`config.mk`:
```
export PLATFORM = sky130hd
export DESIGN_NAME = idw_seq
export DESIGN_NICKNAME = d
export VERILOG_FILES = /design/src/rtl/idw_pkg.sv /design/src/rtl/idw_phase_timer.sv /design/src/rtl/idw_bit_sel.sv /design/src/rtl/idw_seq.sv
export SDC_FILE = /design/constraint.sdc
export NUM_CORES = 1
export LEC_CHECK = 0
export BUFFER_PORTS_ARGS = -buffer_cell sky130_fd_sc_hd__buf_2
export CAP_MARGIN = 0
export CORE_ASPECT_RATIO = 0.9
export CORE_UTILIZATION = 40
export DETAILED_ROUTE_END_ITERATION = 6
export PLACE_DENSITY_LB_ADDON = 0.15
export SYNTH_ARGS = -nofsm -noshare
export SYNTH_HDL_FRONTEND = slang
export SYNTH_SLANG_ARGS = --single-unit
```
`constraint.sdc`:
```
create_clock -name clk_i -period 9 [get_ports clk_i]
set_clock_uncertainty 0.05 [all_clocks]
set_input_delay 0.45 -clock clk_i [delete_from_list [all_inputs] [get_ports clk_i]]
set_output_delay 0.45 -clock clk_i [all_outputs]
set_load 0.03 [all_outputs]
```
`src/rtl/idw_pkg.sv`:
```
package idw_pkg;
  localparam int CMD_BITS     = 4;
  localparam int PAY_BITS     = 16;
  localparam int FRAME_BITS   = CMD_BITS + PAY_BITS;
  localparam int NUM_WORDS    = 4;
  localparam int WORDS_W      = NUM_WORDS * PAY_BITS;
  localparam int CORE_FRAMES  = 9;
  localparam int PROG_FRAME   = CORE_FRAMES + NUM_WORDS - 1;
  localparam int NUM_FRAMES   = PROG_FRAME + 2;
  localparam int HOLD_BIT     = 3;
  localparam int FIDX_W       = $clog2(NUM_FRAMES);
  localparam int BIDX_W       = $clog2(FRAME_BITS);

  localparam logic [CMD_BITS-1:0] CMD_CORE    = 4'h0;
  localparam logic [CMD_BITS-1:0] CMD_WR_INC  = 4'hD;
  localparam logic [CMD_BITS-1:0] CMD_WR_PROG = 4'hF;

  function automatic logic [CMD_BITS-1:0] frame_cmd(logic [FIDX_W-1:0] f);
    if (f < FIDX_W'(CORE_FRAMES)) return CMD_CORE;
    else if (f < FIDX_W'(PROG_FRAME)) return CMD_WR_INC;
    else if (f == FIDX_W'(PROG_FRAME)) return CMD_WR_PROG;
    else return CMD_CORE;
  endfunction

  function automatic logic [PAY_BITS-1:0] core_payload(logic [FIDX_W-1:0] f);
    case (f)
      4'd0: return 16'h8EA6;
      4'd1: return 16'h9CA6;
      4'd2: return 16'h84A6;
      4'd3: return 16'h0E20;
      4'd4: return 16'h6EF8;
      4'd5: return 16'h0E00;
      4'd6: return 16'h6EF7;
      4'd7: return 16'h0E00;
      4'd8: return 16'h6EF6;
      default: return 16'h0000;
    endcase
  endfunction

  function automatic int phase_len(logic hold, logic hi, int half, int phi, int plo);
    if (!hold) return half;
    return hi ? phi : plo;
  endfunction
endpackage

```
`src/rtl/idw_phase_timer.sv`:
```
module idw_phase_timer #(
  parameter int CW = 5
) (
  input  logic          clk_i,
  input  logic          rst_ni,
  input  logic          run_i,
  input  logic [CW-1:0] len_i,
  output logic          last_o
);
  logic [CW-1:0] cnt_q;

  assign last_o = run_i && (cnt_q == len_i - CW'(1));

  always_ff @(posedge clk_i or negedge rst_ni) begin
    if (!rst_ni) cnt_q <= '0;
    else if (!run_i || last_o) cnt_q <= '0;
    else cnt_q <= cnt_q + CW'(1);
  end

  AST_CNT_BELOW_LEN: assert property (@(posedge clk_i) disable iff (!rst_ni)
    run_i |-> (cnt_q < len_i));
endmodule

```
`src/rtl/idw_bit_sel.sv`:
```
module idw_bit_sel
  import idw_pkg::*;
(
  input  logic [FIDX_W-1:0]  frame_i,
  input  logic [BIDX_W-1:0]  bit_i,
  input  logic [WORDS_W-1:0] words_i,
  output logic               bit_o
);
  logic                  is_data;
  logic [1:0]            wsel;
  logic [PAY_BITS-1:0]   payload;
  logic [FRAME_BITS-1:0] frame_vec;

  assign is_data   = (frame_i >= FIDX_W'(CORE_FRAMES)) && (frame_i <= FIDX_W'(PROG_FRAME));
  assign wsel      = 2'(frame_i - FIDX_W'(CORE_FRAMES));
  assign payload   = is_data ? words_i[{wsel, 4'b0000} +: PAY_BITS] : core_payload(frame_i);
  assign frame_vec = {payload, frame_cmd(frame_i)};
  assign bit_o     = frame_vec[bit_i];
endmodule

```
`src/rtl/idw_seq.sv`:
```
module idw_seq
  import idw_pkg::*;
#(
  parameter int HALF_CYC    = 2,
  parameter int HOLD_HI_CYC = 20,
  parameter int HOLD_LO_CYC = 10
) (
  input  logic               clk_i,
  input  logic               rst_ni,
  input  logic               start_i,
  input  logic [WORDS_W-1:0] id_words_i,
  output logic               ser_clk_o,
  output logic               ser_dat_o,
  output logic               busy_o,
  output logic               done_o
);
  localparam int MAXLEN = (HOLD_HI_CYC > HOLD_LO_CYC) ?
    ((HOLD_HI_CYC > HALF_CYC) ? HOLD_HI_CYC : HALF_CYC) :
    ((HOLD_LO_CYC > HALF_CYC) ? HOLD_LO_CYC : HALF_CYC);
  localparam int CW = $clog2(MAXLEN + 1);
  localparam logic [FIDX_W-1:0] LAST_FRAME = FIDX_W'(NUM_FRAMES - 1);
  localparam logic [BIDX_W-1:0] LAST_BIT   = BIDX_W'(FRAME_BITS - 1);

  logic               busy_q, phase_hi_q, done_q;
  logic [FIDX_W-1:0]  frame_q;
  logic [BIDX_W-1:0]  bit_q;
  logic [WORDS_W-1:0] words_q;

  // named events
  logic          start_acc, hold_bit, phase_end, frame_end, seq_end, cur_bit;
  logic [CW-1:0] cur_len;

  assign start_acc = start_i && !busy_q;
  assign hold_bit  = busy_q && (frame_q == LAST_FRAME) && (bit_q == BIDX_W'(HOLD_BIT));
  assign cur_len   = CW'(phase_len(hold_bit, phase_hi_q, HALF_CYC, HOLD_HI_CYC, HOLD_LO_CYC));
  assign frame_end = phase_end && !phase_hi_q && (bit_q == LAST_BIT);
  assign seq_end   = frame_end && (frame_q == LAST_FRAME);

  idw_phase_timer #(.CW(CW)) timer_i (
    .clk_i(clk_i), .rst_ni(rst_ni), .run_i(busy_q), .len_i(cur_len), .last_o(phase_end)
  );

  idw_bit_sel bitsel_i (
    .frame_i(frame_q), .bit_i(bit_q), .words_i(words_q), .bit_o(cur_bit)
  );

  always_ff @(posedge clk_i or negedge rst_ni) begin
    if (!rst_ni) begin
      busy_q     <= 1'b0;
      phase_hi_q <= 1'b0;
      done_q     <= 1'b0;
      frame_q    <= '0;
      bit_q      <= '0;
      words_q    <= '0;
    end else begin
      done_q <= seq_end;
      if (start_acc) begin
        busy_q     <= 1'b1;
        phase_hi_q <= 1'b1;
        frame_q    <= '0;
        bit_q      <= '0;
        words_q    <= id_words_i;
      end else if (phase_end) begin
        if (phase_hi_q) begin
          phase_hi_q <= 1'b0;
        end else if (seq_end) begin
          busy_q  <= 1'b0;
          frame_q <= '0;
          bit_q   <= '0;
        end else begin
          phase_hi_q <= 1'b1;
          if (frame_end) begin
            bit_q   <= '0;
            frame_q <= frame_q + FIDX_W'(1);
          end else begin
            bit_q <= bit_q + BIDX_W'(1);
          end
        end
      end
    end
  end

  assign busy_o    = busy_q;
  assign done_o    = done_q;
  assign ser_clk_o = busy_q && phase_hi_q;
  assign ser_dat_o = busy_q && cur_bit;

  AST_IDLE_LINES_LOW: assert property (@(posedge clk_i) disable iff (!rst_ni)
    !busy_o |-> (!ser_clk_o && !ser_dat_o));
  AST_DONE_SINGLE: assert property (@(posedge clk_i) disable iff (!rst_ni)
    done_o |=> !done_o);
  AST_DONE_AT_BUSY_FALL: assert property (@(posedge clk_i) disable iff (!rst_ni)
    done_o |-> (!busy_o && $past(busy_o)));
  AST_DATA_STABLE_HIGH: assert property (@(posedge clk_i) disable iff (!rst_ni)
    (ser_clk_o && $past(ser_clk_o)) |-> $stable(ser_dat_o));
  AST_DATA_STABLE_FALL: assert property (@(posedge clk_i) disable iff (!rst_ni)
    (busy_o && $fell(ser_clk_o)) |-> $stable(ser_dat_o));
  AST_START_IGNORED: assert property (@(posedge clk_i) disable iff (!rst_ni)
    (busy_o && start_i && !phase_end) |=> ($stable(frame_q) && $stable(bit_q) && $stable(words_q)));
  AST_INDEX_BOUND: assert property (@(posedge clk_i) disable iff (!rst_ni)
    (frame_q <= LAST_FRAME) && (bit_q <= LAST_BIT));
endmodule

```
==> metrics.cfg <==
[outcome]
outcome=finished, final reports clean

[timing]
final_max_slew_viol_count=0
setup_ws_ps=4911
worst_slew_pin_slew_ps=1015
hold_viol_final=0
period_minus_slack_ps=4089
fmax_mhz=244.6
setup_viol=0
rsz0062_at_grt=no
relSlewSlack_pct=32.35
finalCritPeriodShare_pct=45.43
setup_tns_ps=0

[setup_path]
arrival_ps=3590
crit_buf_inv=3
path_class=register to primary output
cp.required_ps=8500
critPathTopFamily=compound AO/OA/AOI/OAI gates
cp_slowest_cell=ha_1
cp_cell_sequence=buf_4, inv_1, ha_1, mux4_2, a211oi_1, a2111o_1, a21oi_1, nor4_1, o41ai_1, buf_2
start_kind=register
max_stage_delay_ps=760
crit_path_end_kind=primary output
worstPathMaxFanout=22

[synthesis]
synth_edf_count=0
yosysSeqAreaShare_pct=47.87
synth_fp_nets=538
synthArstFlopShare_pct=100.0
synthCells=464
ys_warn_count=0
avgSynthCellArea_um2=9.125
ys_seq_elements=81
synthesis.area_um2=4234
synthDistinctLibCells=50
synth_flop_cell=dfrtp_1

[min_path]
hold_path.class=input pin to async pin

[route]
detail-route-antenna-nets=0
dr_total_vias=3426
first_iter_violations=193
wl_per_cell_um=14.77
dr.pass1.iters=4
viasPerCell=5.247
postRouteWirelength_um=9648
route.detailed.drc=0

[final_layout]
final_core_utilization_pct=48.18
final_area_um2=4937
num_antenna_cells=0
area_growth_pct=16.61
fill_cells=1010
drive_above_1_share_pct=21.76
fin_nets=593

[clock_network]
cts_buffers=9
cts_root_buf=clkbuf_16
cts.reportedPaths.clkPinSlew_ps=60
ctsHoldBuffers=0
postCtsSetupRepairBufs=0
clk_latency_ps=340
cts_htree_levels=3
post_cts_resized=0
cts_num_sinks=81
cts_buffer_depth=2
cts_tree=yes

[global_routing]
grt_max_degree=82
grt_pass1_wl_um=16370
antenna_found_initial=0
grt_pass1_vias=3309
track_usage_pct=18.82
gr-total-overflow=0

[die]
core_um2=10250
start_util_pct=41.32
core.rowCount=35
die_width_um=110.5
io_pins=71
die_area_um2=11000
die_height_um=99.61

[run]
cap_violations=0

[placement]
globalplace.congestion=0.8114
pre_cts_slack_ps=5216
io_buffer_count=70
placed_cell_area_um2=4608
dpl.hpwl_um=6603

[power]
power_density_nw_per_um2=355.5
vdd_drop_max_mv=0.1306
leakage_nw=2.493
power.total_mw=1.755

[stage by stage]
stage	std cells	hold WS, ps
global placement	637	402.7
finish	653	207.4
detailed placement	637	409.7
CTS	653	235.0
floorplan	464	104.4
global route	653	237.1
[power by group]
part / switching (mW) / total [mW] / internal (mW)
Sequential: 0.151 / 0.670 / 0.519
Clock: 0.150 / 0.402 / 0.251
Combinational: 0.352 / 0.683 / 0.331
[cell usage in the layout, fill, tap and decap left out, types with 2 or more instances in the layout]
master,count
a2111o_1,2
a2111oi_0,3
a211oi_1,4
a21o_2,2
a21oi_1,13
and2_1,2
and3_1,3
buf_2,69
buf_4,4
bufinv_16,2
clkbuf_16,9
dfrtp_1,81
ha_1,7
inv_1,7
mux2i_1,4
mux4_2,16
nand2_1,203
nand2b_1,5
nand3_1,10
nor2_1,11
nor2b_1,5
nor3_1,6
nor4_1,4
nor4b_1,2
o211ai_1,2
o21a_1,4
o21ai_0,7
o221ai_1,2
o31ai_1,2
or3_1,5
xor2_1,3
[registers in the layout, summed over array words and instances (netlist names)]
signal / flops
bit_q: 5
words_q: 64
done_o: 1
frame_q: 4
busy_o: 1
timer_i.cnt_q: 5
phase_hi_q: 1
[synthesized netlist by cell type (3+ instances only)]
cell type,count,share of area (%)
and3_1,3,0.44
nor2b_1,6,0.89
mux4_2,16,8.5
ha_1,7,2.1
nand2b_1,5,0.74
buf_2,4,0.47
a2111oi_0,3,0.62
nor4_1,4,0.59
nand3_1,10,1.2
inv_1,7,0.62
nand2_1,204,18
dfrtp_1,81,48
o21a_1,4,0.71
a21oi_1,13,1.5
mux2i_1,4,0.95
xor2_1,3,0.62
clkbuf_1,18,1.6
nor2_1,11,0.98
or3_1,5,0.74
clkbuf_8,4,1.3
o21ai_0,7,0.83
a211oi_1,4,0.71
nor3_1,6,0.71
[routing by layer]
layer	track usage, %	share of wire, %	vias up
li1	-	-	1677
met1	26.34	48	1657
met2	28.67	46	82
met3	4.083	4.1	10
met4	7.385	1.7	0
met5	0	0	-
[path summary, 6_finish.rpt]
check	end	slack [ps]	start	cells past startpoint
setup / recovery	ser_dat_o	4910	frame_q[0]$_DFFE_PN0P_	10
hold / removal	timer_i.cnt_q[4]$_DFF_PN0_	210	rst_ni	1
setup reg to reg	bit_q[4]$_DFFE_PN0P_	6320	bit_q[0]$_DFFE_PN0P_	7
hold reg to reg	words_q[28]$_DFFE_PN0P_	420	words_q[28]$_DFFE_PN0P_	2
max in group asynchronous	words_q[62]$_DFFE_PN0P_	8010	rst_ni	1
min in group clk_i	words_q[3]$_DFFE_PN0P_	240	id_words_i[3]	3
[layout make-up]
type                            count  area, µm²  share of cell area [%]
Timing Repair Buffer               73      375.4                   7.603
Tap cell                          129      161.4                   3.269
Multi-Input combinational cell    347       2018                   40.88
Sequential cell                    81       2027                   41.05
Inverter                            7      26.28                  0.5322
Clock inverter                      6      90.09                   1.825
Clock buffer                       10      239.0                   4.840
[logic make-up after synthesis]
family / Yosys count / share of synthesized area (%)
fa+ha+maj: 7 / 2.068
xor+xnor: 4 / 0.8276
buf+inv: 36 / 4.699
simple gates: 264 / 26.36
mux: 21 / 9.722
flops: 81 / 47.87
compound gates: 51 / 8.452
Note: power is estimated with default switching activity, not from simulation.
